===== config.mk =====
export PLATFORM = sky130hd
export DESIGN_NAME = sdram_pwrup_refresh
export DESIGN_NICKNAME = d
export VERILOG_FILES = /design/src/rtl/sdr_seq_pkg.sv /design/src/rtl/sdr_wait_timer.sv /design/src/rtl/sdr_refresh_timer.sv /design/src/rtl/sdr_init_fsm.sv /design/src/rtl/sdram_pwrup_refresh.sv
export SDC_FILE = /design/constraint.sdc
export NUM_CORES = 1
export LEC_CHECK = 0
export CAP_MARGIN = 10
export CORE_MARGIN = 10
export CORE_UTILIZATION = 55
export DETAILED_ROUTE_END_ITERATION = 10
export DONT_BUFFER_PORTS = 1
export GPL_ROUTABILITY_DRIVEN = 0
export PLACE_DENSITY_LB_ADDON = 0.3
export SLEW_MARGIN = 30
export SYNTH_ARGS = -nofsm -noshare
export SYNTH_HDL_FRONTEND = slang
export SYNTH_SLANG_ARGS = --single-unit
export TNS_END_PERCENT = 100

===== constraint.sdc =====
create_clock -name clk -period 2.6 [get_ports clk]
set_clock_uncertainty 0.2 [all_clocks]
set_input_delay 0.26 -clock clk [delete_from_list [all_inputs] [get_ports clk]]
set_output_delay 0.26 -clock clk [all_outputs]
set_load 0.03 [all_outputs]

===== src/rtl/sdr_seq_pkg.sv =====
// Shared definitions for the SDRAM sequencer: command codes on
// {CS#,RAS#,CAS#,WE#}, sequencer states and the mode word builder.
package sdr_seq_pkg;

    typedef logic [3:0] sdr_cmd_t;

    localparam sdr_cmd_t CMD_NOP = 4'b0111;
    localparam sdr_cmd_t CMD_PRE = 4'b0010;
    localparam sdr_cmd_t CMD_REF = 4'b0001;
    localparam sdr_cmd_t CMD_LMR = 4'b0000;

    // Mode field codes
    localparam logic [2:0] MW_BURST_2   = 3'b001;
    localparam logic       MW_SEQ       = 1'b0;
    localparam logic [2:0] MW_CAS_2     = 3'b010;
    localparam logic [1:0] MW_OP_NORMAL = 2'b00;
    localparam logic       MW_WR_SINGLE = 1'b1;

    typedef enum logic [2:0] {
        ST_RESET,
        ST_PWRUP,
        ST_PRE_WAIT,
        ST_AR_WAIT,
        ST_LMR_WAIT,
        ST_USER,
        ST_REF_WAIT
    } sdr_state_t;

    // Assemble the 12-bit mode word from its fields
    function automatic logic [11:0] build_mode(input logic [2:0] burst,
                                               input logic       btype,
                                               input logic [2:0] cas,
                                               input logic [1:0] opm,
                                               input logic       wrb);
        return {2'b00, wrb, opm, cas, btype, burst};
    endfunction

endpackage


===== src/rtl/sdr_wait_timer.sv =====
// Loadable down-counter that spaces commands.
// Loading value L makes done rise L cycles after the load edge.
// Assumes the caller loads only when it issues a command.
module sdr_wait_timer #(
    parameter int W = 16
) (
    input  logic         clk,
    input  logic         rst_n,
    input  logic         load,
    input  logic [W-1:0] load_val,
    output logic         done
);

    logic [W-1:0] cnt;

    // Count down to zero, reload on request
    always_ff @(posedge clk) begin
        if (!rst_n)              cnt <= '0;
        else if (load)           cnt <= load_val;
        else if (cnt != '0)      cnt <= cnt - 1'b1;
    end

    assign done = (cnt == '0);

    a_r4_done_holds: assert property (@(posedge clk) disable iff (!rst_n)
        (!load && done) |=> done);

endmodule


===== src/rtl/sdr_refresh_timer.sv =====
// Periodic refresh request generator.
// It runs only while run is high. Every INTERVAL cycles it sets a pending
// flag, and an acknowledge clears that flag. When both happen on the same
// edge, the expiry wins. Assumes INTERVAL >= 2.
module sdr_refresh_timer #(
    parameter int INTERVAL = 1292
) (
    input  logic clk,
    input  logic rst_n,
    input  logic run,
    input  logic ack,
    output logic pend
);

    localparam int CW = $clog2(INTERVAL + 1);

    logic [CW-1:0] cnt;
    logic          expire;

    assign expire = run && (cnt == '0);

    // Interval countdown, held at full value while not running
    always_ff @(posedge clk) begin
        if (!rst_n || !run)      cnt <= CW'(INTERVAL - 1);
        else if (cnt == '0)      cnt <= CW'(INTERVAL - 1);
        else                     cnt <= cnt - 1'b1;
    end

    // Pending request flag
    always_ff @(posedge clk) begin
        if (!rst_n)              pend <= 1'b0;
        else if (expire)         pend <= 1'b1;
        else if (ack)            pend <= 1'b0;
    end

    a_r7_ack_clears: assert property (@(posedge clk) disable iff (!rst_n)
        (ack && !expire) |=> !pend);

    a_r7_idle_no_pend: assert property (@(posedge clk) disable iff (!rst_n)
        !run |=> !pend);

endmodule


===== src/rtl/sdr_init_fsm.sv =====
// Power-up and refresh sequencer. It drives CKE and the registered
// command and address, and it uses a wait timer to space the commands.
// Assumes all timing parameters are >= 1 and NUM_INIT_REF >= 1.
module sdr_init_fsm
    import sdr_seq_pkg::*;
#(
    parameter int PWRUP_CLKS   = 8400,
    parameter int TRP          = 2,
    parameter int TRC          = 6,
    parameter int TMRD         = 2,
    parameter int NUM_INIT_REF = 5,
    parameter int ADDR_W       = 12
) (
    input  logic              clk,
    input  logic              rst_n,
    input  logic              user_hold,
    input  logic              ref_pend,
    output logic              ref_ack,
    output logic              cke,
    output sdr_cmd_t          cmd,
    output logic [ADDR_W-1:0] addr,
    output logic              ready,
    output logic              grant
);

    localparam int MAXT  = (PWRUP_CLKS > TRC) ? PWRUP_CLKS : TRC;
    localparam int TW    = $clog2(MAXT + 1);
    localparam int RW    = $clog2(NUM_INIT_REF + 1);
    localparam logic [11:0] MODE_WORD =
        build_mode(MW_BURST_2, MW_SEQ, MW_CAS_2, MW_OP_NORMAL, MW_WR_SINGLE);

    sdr_state_t    state;
    logic [RW-1:0] ref_left;
    logic          tmr_load;
    logic [TW-1:0] tmr_val;
    logic          tmr_done;
    logic          issue_ref;

    sdr_wait_timer #(.W(TW)) u_wait (
        .clk      (clk),
        .rst_n    (rst_n),
        .load     (tmr_load),
        .load_val (tmr_val),
        .done     (tmr_done)
    );

    assign issue_ref = (state == ST_USER) && ref_pend && !user_hold;
    assign ref_ack   = issue_ref;
    assign grant     = (state == ST_USER);

    // Pick the wait that follows the command issued this cycle
    always_comb begin
        tmr_load = 1'b0;
        tmr_val  = '0;
        unique case (state)
            ST_RESET: begin
                tmr_load = 1'b1;
                tmr_val  = TW'(PWRUP_CLKS - 1);
            end
            ST_PWRUP: if (tmr_done) begin
                tmr_load = 1'b1;
                tmr_val  = TW'(TRP - 1);
            end
            ST_PRE_WAIT: if (tmr_done) begin
                tmr_load = 1'b1;
                tmr_val  = TW'(TRC - 1);
            end
            ST_AR_WAIT: if (tmr_done) begin
                tmr_load = 1'b1;
                tmr_val  = (ref_left != '0) ? TW'(TRC - 1) : TW'(TMRD - 1);
            end
            ST_USER: if (issue_ref) begin
                tmr_load = 1'b1;
                tmr_val  = TW'(TRC - 1);
            end
            default: ;
        endcase
    end

    // Sequence state, command and address registers
    always_ff @(posedge clk) begin
        if (!rst_n) begin
            state    <= ST_RESET;
            cke      <= 1'b0;
            cmd      <= CMD_NOP;
            addr     <= '0;
            ready    <= 1'b0;
            ref_left <= '0;
        end else begin
            cmd  <= CMD_NOP;
            addr <= '0;
            unique case (state)
                ST_RESET: begin
                    cke   <= 1'b1;
                    state <= ST_PWRUP;
                end
                ST_PWRUP: if (tmr_done) begin
                    cmd      <= CMD_PRE;
                    addr[10] <= 1'b1;
                    state    <= ST_PRE_WAIT;
                end
                ST_PRE_WAIT: if (tmr_done) begin
                    cmd      <= CMD_REF;
                    ref_left <= RW'(NUM_INIT_REF - 1);
                    state    <= ST_AR_WAIT;
                end
                ST_AR_WAIT: if (tmr_done) begin
                    if (ref_left != '0) begin
                        cmd      <= CMD_REF;
                        ref_left <= ref_left - 1'b1;
                    end else begin
                        cmd   <= CMD_LMR;
                        addr  <= ADDR_W'(MODE_WORD);
                        state <= ST_LMR_WAIT;
                    end
                end
                ST_LMR_WAIT: if (tmr_done) begin
                    ready <= 1'b1;
                    state <= ST_USER;
                end
                ST_USER: if (issue_ref) begin
                    cmd   <= CMD_REF;
                    state <= ST_REF_WAIT;
                end
                ST_REF_WAIT: if (tmr_done) state <= ST_USER;
                default: state <= ST_RESET;
            endcase
        end
    end

    a_r2_cke_stays: assert property (@(posedge clk) disable iff (!rst_n)
        cke |=> cke);

    a_r6_ready_stays: assert property (@(posedge clk) disable iff (!rst_n)
        ready |=> ready);

    a_r8_grant_needs_ready: assert property (@(posedge clk) disable iff (!rst_n)
        grant |-> ready);

    a_r10_hold_defers: assert property (@(posedge clk) disable iff (!rst_n)
        (grant && user_hold) |=> (cmd == CMD_NOP));

endmodule


===== src/rtl/sdram_pwrup_refresh.sv =====
// Top of the SDRAM power-up and refresh sequencer. It joins the sequencer
// and the refresh interval timer, and it passes the user command through
// to the pins while the bus is granted and held. Assumes the user port
// drives legal commands only while it holds the bus.
module sdram_pwrup_refresh
    import sdr_seq_pkg::*;
#(
    parameter int PWRUP_CLKS   = 8400,
    parameter int REF_INTERVAL = 1292,
    parameter int TRP          = 2,
    parameter int TRC          = 6,
    parameter int TMRD         = 2,
    parameter int NUM_INIT_REF = 5,
    parameter int ADDR_W       = 12,
    parameter int BA_W         = 2
) (
    input  logic              clk,
    input  logic              rst_n,
    input  logic              user_hold,
    input  logic              user_cs_n,
    input  logic              user_ras_n,
    input  logic              user_cas_n,
    input  logic              user_we_n,
    input  logic [BA_W-1:0]   user_ba,
    input  logic [ADDR_W-1:0] user_addr,
    output logic              sd_cke,
    output logic              sd_cs_n,
    output logic              sd_ras_n,
    output logic              sd_cas_n,
    output logic              sd_we_n,
    output logic [BA_W-1:0]   sd_ba,
    output logic [ADDR_W-1:0] sd_addr,
    output logic              sd_ready,
    output logic              sd_grant
);

    sdr_cmd_t          seq_cmd;
    logic [ADDR_W-1:0] seq_addr;
    logic              ref_pend;
    logic              ref_ack;
    logic              user_owns;

    sdr_init_fsm #(
        .PWRUP_CLKS   (PWRUP_CLKS),
        .TRP          (TRP),
        .TRC          (TRC),
        .TMRD         (TMRD),
        .NUM_INIT_REF (NUM_INIT_REF),
        .ADDR_W       (ADDR_W)
    ) u_fsm (
        .clk       (clk),
        .rst_n     (rst_n),
        .user_hold (user_hold),
        .ref_pend  (ref_pend),
        .ref_ack   (ref_ack),
        .cke       (sd_cke),
        .cmd       (seq_cmd),
        .addr      (seq_addr),
        .ready     (sd_ready),
        .grant     (sd_grant)
    );

    sdr_refresh_timer #(.INTERVAL(REF_INTERVAL)) u_reftmr (
        .clk   (clk),
        .rst_n (rst_n),
        .run   (sd_ready),
        .ack   (ref_ack),
        .pend  (ref_pend)
    );

    assign user_owns = sd_grant && user_hold;

    // Pin multiplexer: user command when it owns the bus, else sequencer
    always_comb begin
        if (user_owns) begin
            {sd_cs_n, sd_ras_n, sd_cas_n, sd_we_n} =
                {user_cs_n, user_ras_n, user_cas_n, user_we_n};
            sd_ba   = user_ba;
            sd_addr = user_addr;
        end else begin
            {sd_cs_n, sd_ras_n, sd_cas_n, sd_we_n} = seq_cmd;
            sd_ba   = '0;
            sd_addr = seq_addr;
        end
    end

    a_r1_reset_quiet: assert property (@(posedge clk)
        !rst_n |=> (!sd_cke && !sd_ready && !sd_grant));

endmodule


# Word-level counts from Yosys, hierarchy flattened

Index checks and enable logic that the tools add are counted.

$add $sub $neg: 3
$mul: 0
Div/mod/pow operators: 0
Order comparisons: 0
Eq/ne operators: 13
Shift-type cells: 0
Mux-type cells: 39
Bitwise logic cells: 0
Reductions and logical operators: 23

Operators by type and width:

| operator              | count |
|---|---|
| $pmux 14 s5           | 1 |
| $mux 3                | 16 |
| $mux 14               | 3 |
| $pmux 3 s6            | 1 |
| $pmux 4 s4            | 1 |
| $logic_not 14->1      | 1 |
| $reduce_bool 14->1    | 1 |
| $sub 14x1->14 const B | 1 |
| $mux 12               | 1 |
| $ne 2x1->1 const B    | 6 |
| $logic_not 11->1      | 1 |
| $mux 11               | 1 |
| $sub 11x1->11 const B | 1 |
| $mux 1                | 10 |
| $mux 10               | 1 |
| $eq 3x3->1 const B    | 3 |
| $eq 3x2->1 const B    | 2 |
| $pmux 3 s2            | 1 |
| $reduce_and 6->1      | 1 |
| $reduce_bool 2->1     | 3 |
| $logic_and 1x1->1     | 4 |
| $reduce_and 4->1      | 1 |
| $reduce_or 2->1       | 2 |
| $eq 3x1->1 const B    | 1 |
| 12 further kinds      | 14 |

Register bits: 50
Latch bits: 0
RAM bits: 0
Memory bits (read-only): 0
Bits of input ports: 21
Logic and storage cells: 88
Memories kept: 0

# Depth between registers and ports, before layout

Gate-level depths: netlist of the first run.

Depth after elaboration: 6
Mapped depth: 8
Mapped depth without buffers: 7

# Modules after synthesis

From an unflattened synthesis of the first run, not the netlist that was laid out.

Cells, all modules: 267
Area, all modules: 2437.3 µm²

By module, submodules not included:

| module              | instances | cells each | area an instance (µm²) |
|---|---|---|---|
| sdr_wait_timer      | 1         | 101        | 820.8 |
| sdr_init_fsm        | 1         | 88         | 818.3 |
| sdr_refresh_timer   | 1         | 58         | 534.3 |
| sdram_pwrup_refresh | 1         | 20         | 264.0 |

# Worst setup path after synthesis of the first run

OpenSTA, ideal clock, no wires.

Path type: register to register
From: register u_reftmr.cnt[0]
To: register u_reftmr.cnt[9]
Arrival time: 1.749 ns
Path slack: 0.536 ns
Stages on the path, launching flop included: 9
Clock period less this slack: 2.064 ns
Path through: dfxtp_1 -> inv_1 -> ha_1 -> or4b_4 -> or3_4 -> nor2_2 -> or2_1 -> buf_6 -> nor2_1

Cells in the longest elaborated chain, start to end: 2

RTL lines:

| item                                                  | RTL line                | RTL |
|---|---|---|
| from (decl)                                           | sdr_refresh_timer.sv:17 | `logic [CW-1:0] cnt;` |
| from (signal assigned)                                | sdr_refresh_timer.sv:24 | `if (!rst_n \|\| !run) cnt <= CW'(INTERVAL - 1);` |
| from (signal assigned)                                | sdr_refresh_timer.sv:25 | `else if (cnt == '0) cnt <= CW'(INTERVAL - 1);` |
| from (signal assigned)                                | sdr_refresh_timer.sv:26 | `else cnt <= cnt - 1'b1;` |
| branches (longest 2 deep; another with $sub 11x1->11) | --                      |  |

Parallel ways; which one is timed is not known.
A chain may end at the register's enable or synchronous reset.

# Final worst setup path of the first run

From: register u_fsm.state[0]
To: output port sd_ras_n

Cells in the longest elaborated chain, start to end: 3

RTL lines:

| item                   | RTL line                  | RTL |
|---|---|---|
| from (decl)            | sdr_init_fsm.sv:32        | `sdr_state_t state;` |
| from (signal assigned) | sdr_init_fsm.sv:83        | `state <= ST_RESET;` |
| from (signal assigned) | sdr_init_fsm.sv:95        | `state <= ST_PWRUP;` |
| from (signal assigned) | sdr_init_fsm.sv:100       | `state <= ST_PRE_WAIT;` |
| $eq 3x3->1             | sdr_init_fsm.sv:49        | `assign grant = (state == ST_USER);` |
| $logic_and 1x1->1      | sdram_pwrup_refresh.sv:71 | `assign user_owns = sd_grant && user_hold;` |
| $mux 1                 | sdram_pwrup_refresh.sv:75 | `if (user_owns) begin` |
| to (decl)              | sdram_pwrup_refresh.sv:28 | `output logic sd_ras_n,` |

Every way passes these cells.

==> results of run 1 <==
cell usage after synthesis, types with 2 or more instances:
library cell,instances
o21ai_0,5
nand3_1,4
mux2i_1,2
ha_1,4
nand2b_1,5
xor2_1,5
xnor2_1,8
a31oi_1,2
nand4_1,2
nor2_1,35
nor3_2,2
or3_1,4
nor3_1,5
o21a_1,5
nand2_1,28
mux2_2,4
nor2b_1,6
o31ai_1,3
dfxtp_1,39
a21oi_1,13
o22ai_1,2
and3_1,15
clkbuf_1,7
inv_1,8
layer usage:
metal	global-route usage, %	wire length (um)	vias to the layer above
li1	-	-	839
met1	14.9	1890	760
met2	21.3	1850	42
met3	5.35	310	8
met4	4.40	72	0
met5	0	0	-
worst register-to-register path, stage by stage (launching register included):
cell and delay [ns]:
dfxtp_1 0.32, inv_1 0.05, ha_1 0.20, or4b_4 0.52
or3_4 0.39, nor2_2 0.13, or2_1 0.23, nor2_1 0.07
cell type report:
| cell class | count | share of cell area, % |
|---|---|---|
| multi-input combinational | 184 | 53.2 |
| clock buffer | 5 | 3.18 |
| inverter | 9 | 1.56 |
| clock inverter | 3 | 2.03 |
| sequential | 39 | 36.1 |
| tap | 46 | 2.66 |
| timing repair buffer | 3 | 1.27 |
state kept, by name, summed over array words and instances, names as in the netlist:
name	count
u_fsm.cmd	3
u_fsm.cke	1
u_fsm.addr	2
u_fsm.state	3
u_fsm.u_wait.cnt	14
u_reftmr.cnt	11
u_reftmr.pend	1
u_fsm.ready	1
u_fsm.ref_left	3
through the flow:
step | cells | power (mW) | utilization [%] | hold slack [ns]
4_1_cts | 289 | 1.29 | 62.8 | 0.00526
3_5_place_dp | 279 | 0.778 | 58.9 | 0.155
6_report | 289 | 1.27 | 62.8 | 0.0105
2_1_floorplan | 241 | 0.759 | - | 0.167
3_3_place_gp | 279 | 0.776 | 58.9 | 0.154
5_1_grt | 289 | 1.33 | 62.8 | 0.0293
power by group through the flow:
| stage | logic, mW | clock network (mW) | registers (mW) |
|---|---|---|---|
| after global placement | 0.119 | 0 | 0.657 |
| final | 0.126 | 0.503 | 0.644 |
| after detailed placement | 0.121 | 0 | 0.658 |
| after floorplan | 0.110 | 0 | 0.649 |
| after global routing | 0.143 | 0.536 | 0.648 |
| after CTS | 0.126 | 0.518 | 0.644 |
final timing paths:
check                                                 start                          to  slack (ns)  cells after the start
worst min register to register   u_reftmr.cnt[0]$_SDFF_PP1_  u_reftmr.cnt[0]$_SDFF_PP1_        0.20                      1
worst max register to register   u_reftmr.cnt[0]$_SDFF_PP1_  u_reftmr.cnt[9]$_SDFF_PP0_        0.37                      7
worst max-delay path            u_fsm.state[0]$_SDFFE_PN0P_                    sd_ras_n        0.20                      3
worst min-delay path                                  rst_n  u_reftmr.cnt[3]$_SDFF_PP1_        0.01                      3
kinds of logic (layout without fill, tap and decap cells):
group	Yosys count	in the layout	share of synthesized area [%]
AO/OA/AOI/OAI	39	39	12.9
flip-flops	39	39	38.9
buffers and inverters	18	20	3.81
multiplexers	6	6	3.24
adder cells (fa/ha/maj)	4	4	2.50
AND/OR/NAND/NOR	122	122	33.0
XOR/XNOR	13	13	5.68
==> results.json, run 1 <==
{
  "fin_ws_ns": 0.197,
  "crit_slowest_cell": "dfxtp_1",
  "end_kind": "output port",
  "path_class": "reg2out",
  "synthArstFlopShare_pct": 0,
  "cts_max_level": 2,
  "synth_top_area_share_pct": 38.9,
  "pin_count": 42,
  "power_leakage_nw": 0.865,
  "n_fill_cell": 311,
  "cts-hold-fix-buffers": 2,
  "slew_viol_final": 0,
  "cts_buffers": 5,
  "cts-resized-gates": 0,
  "start_util_pct": 58.3,
  "synth_edf_count": 0,
  "cts_buffer_depth": 2,
  "wl_per_cell_um": 14.3,
  "yosys_warnings": 0,
  "diodes": 0,
  "die_w_um": 80.4,
  "fin_tns_setup_ns": 0,
  "regArea_um2": 781,
  "drc_errors": 0,
  "netlist_instances": 241,
  "firstDrtPassIters": 4,
  "via_count": 1649,
  "cts_sinks": 39,
  "cts_tree": "done",
  "grt_use_total_pct": 13.0,
  "drtIter0Drc": 162,
  "p_int_uw": 958,
  "worstSkewPairLatency_ns": 0.29,
  "wl_um": 4130,
  "hold_class": "in2reg",
  "cts_root_buf": "clkbuf_8",
  "synth_area_um2": 2010,
  "syn2layout_area_growth_pct": 7.74,
  "synth_cell_type_count": 52,
  "drive_gt1_share_pct": 10.3,
  "grt_pass1_wl_um": 6950,
  "cp_top_family": "simple AND/OR/NAND/NOR gates",
  "period_minus_slack_ns": 2.40,
  "viasPerCell": 5.71,
  "antenna_found_initial": 0,
  "dpl_cell_area_um2": 2030,
  "crit_buf_inv": 0,
  "cts_setup_buffers": 0,
  "finalCritPeriodShare_pct": 92.4,
  "num-nets-final": 267,
  "rsz0062_at_grt": "false",
  "synth_ff_type": "dfxtp_1",
  "critPathMaxStageDelay_ns": 0.53,
  "multi_input_area_um2": 1150,
  "path_clk_slew_ns": 0.08,
  "layout_commonest_cell": "dfxtp_1",
  "p_sw_share_pct": 24.7,
  "rows": 21,
  "max_freq_ghz": 0.416,
  "grt_max_degree": 18,
  "hpwl_um": 3060,
  "place_ws_ns": 0.388,
  "synth_top_area_cell": "dfxtp_1",
  "p_sw_uw": 315,
  "path_cells": "nor2b_1 > and3_1 > mux2_2",
  "cap_violations": 0,
  "peakVddDrop_mv": 0.286,
  "cp_max_fo": 12,
  "synth_area_leaders": "dfxtp_1, nor2_1, nand2_1",
  "worstSetupStartpointType": "flop",
  "worstMarginPinSlew_ns": 0.700,
  "power_density_nw_per_um2": 589,
  "postRouteAntennaNets": 0,
  "status": "completed",
  "ys_seq_elements": 39,
  "coreArea_um2": 3440,
  "setup_viol_count_final": 0,
  "arrival_ns": 1.94,
  "first_global_vias": 1569,
  "slew_headroom_pct": 53.0,
  "cp.required_ns": 2.14,
  "seq_area_frac_synth_pct": 38.9,
  "p_clk_share_pct": 39.5,
  "seq_power_share_pct": 50.6,
  "synth_nets": 266,
  "grt_overflow": 0,
  "combPwrFrac_pct": 9.9,
  "fin_area_um2": 2160,
  "die_y_um": 80.4,
  "final_cell_mix": "dfxtp_1, nor2_1, nand2_1",
  "hold_viol": 0,
  "die_area_um2": 6460,
  "numPortBuffers": 0,
  "avgSynthCellArea_um2": 8.32
}
(Power assumes the default switching activity.)
==> run 2: changes to the inputs <==
- CTS_BUF_LIST: default -> sky130_fd_sc_hd__clkbuf_4
==> run 2 against run 1 <==
  * Global-route usage shrank 0.14 points
  * Clock-buffer cell count did not move
  * Sequential power about the same
  * Register-to-register slack better by 0.02 ns
  * Non-clock buffer count is the same
  * Highest routed layer unchanged
==> results.json, run 2 (synthesis results as in run 1) <==
{
  "fin_ws_ns": 0.240,
  "antenna_found_initial": 0,
  "grt_pass1_wl_um": 6900,
  "hpwl_um": 3060,
  "cp_max_fo": 17,
  "path_clk_slew_ns": 0.11,
  "grt_use_total_pct": 12.9,
  "max_freq_ghz": 0.424,
  "cts_buffer_depth": 2,
  "slew_headroom_pct": 53.8,
  "wl_um": 4070,
  "rows": 21,
  "coreArea_um2": 3440,
  "die_area_um2": 6460,
  "drtIter0Drc": 180,
  "power_density_nw_per_um2": 554,
  "largest_register_ffs": 14,
  "num-nets-final": 267,
  "pin_count": 42,
  "viasPerCell": 5.72,
  "n_fill_cell": 317,
  "worstSkewPairLatency_ns": 0.35,
  "cts_buffers": 5,
  "drc_errors": 0,
  "critPathMaxStageDelay_ns": 0.66,
  "wl_per_cell_um": 14.1,
  "cts_root_buf": "clkbuf_4",
  "hold_class": "in2reg",
  "path_class": "reg2out",
  "final_cell_mix": "dfxtp_1, nor2_1, nand2_1",
  "numPortBuffers": 0,
  "setup_viol_count_final": 0,
  "postRouteAntennaNets": 0,
  "syn2layout_area_growth_pct": 6.24,
  "status": "completed",
  "fin_tns_setup_ns": 0,
  "top_register": "u_fsm.u_wait.cnt",
  "cts_tree": "done",
  "die_w_um": 80.4,
  "path_cells": "and3_1 > mux2_2",
  "via_count": 1654,
  "crit_buf_inv": 0,
  "end_kind": "output port",
  "r2r_cells": 7,
  "rsz0062_at_grt": "false",
  "drive_gt1_share_pct": 10.7,
  "cts_sinks": 39,
  "peakVddDrop_mv": 0.295,
  "hold_viol": 0,
  "diodes": 0,
  "power_mw": 1.18,
  "grt_overflow": 0,
  "first_global_vias": 1557,
  "worstMarginPinSlew_ns": 0.688,
  "layout_commonest_cell": "dfxtp_1",
  "start_util_pct": 58.3,
  "arrival_ns": 1.90,
  "cap_violations": 0,
  "crit_slowest_cell": "dfxtp_1",
  "cp.required_ns": 2.14,
  "cp_top_family": "flip-flops",
  "crit_cells": 2,
  "holdPathStages": 3,
  "holdWs_ns": 0.0872,
  "power_leakage_nw": 0.852,
  "firstDrtPassIters": 4,
  "period_minus_slack_ns": 2.36,
  "reg_top3": "u_fsm.u_wait.cnt x14, u_reftmr.cnt x11",
  "place_ws_ns": 0.388,
  "worstSetupStartpointType": "flop",
  "grt_max_degree": 18,
  "die_y_um": 80.4,
  "finalCritPeriodShare_pct": 90.8,
  "cts_setup_buffers": 0,
  "slew_viol_final": 0,
  "cts_max_level": 2
}
-- run 2: worst paths after layout --
check                              start                          end  slack (ns)
max          u_fsm.state[2]$_SDFFE_PN0P_                     sd_ras_n        0.24
min                            user_hold  u_fsm.state[0]$_SDFFE_PN0P_        0.09
max reg2reg   u_reftmr.cnt[0]$_SDFF_PP1_   u_reftmr.cnt[2]$_SDFF_PP0_        0.39
min reg2reg   u_reftmr.cnt[0]$_SDFF_PP1_   u_reftmr.cnt[0]$_SDFF_PP1_        0.21
-- run 2: report_power, final --
group,switching (mW),leakage (nW),internal (mW)
Sequential,0.0280,0.318,0.617
Clock,0.207,0.0452,0.202
Combinational,0.0693,0.489,0.0569
Total,0.305,0.852,0.876
-- run 2: area by class of cell --
cell class	instances	area [um2]	area share (%)
multi-input cells	184	1150	53.9
flip-flops and latches	39	782	36.7
well taps	46	57.6	2.70
clock inverters	3	43.8	2.06
clock buffers	5	37.5	1.76
inverters	9	33.8	1.59
repair buffers	3	27.5	1.29
-- run 2: metal layers --
layer,vias up,GRT usage [%],routed length (um)
met1,764,14.9,1860
met5,-,0,0
li1,842,-,-
met3,8,5.12,314
met4,0,4.23,59
met2,40,21.0,1840
-- run 2: worst reg2reg max path: cells and delay by family, from the launching register on --
family | cells | cell delay [ns]
AND/OR/NAND/NOR | 5 | 1.33
buffers and inverters | 1 | 0.05
adder cells (fa/ha/maj) | 1 | 0.19
flip-flops | 1 | 0.34
-- run 2: what timing repair did --
item | CTS | global route
endpoints found under the setup margin | 0 | 7
hold buffers | 2 | 0
endpoints found under the hold margin | 31 | 0
resized for setup | 0 | 1
-- run 2: through the flow --
step | std cells | utilization [%] | cell area [um2]
floorplan | 241 | - | 2010
global placement | 279 | 58.9 | 2030
detailed placement | 279 | 58.9 | 2030
CTS | 289 | 61.9 | 2130
global route | 289 | 61.9 | 2130
finish | 289 | 61.9 | 2130
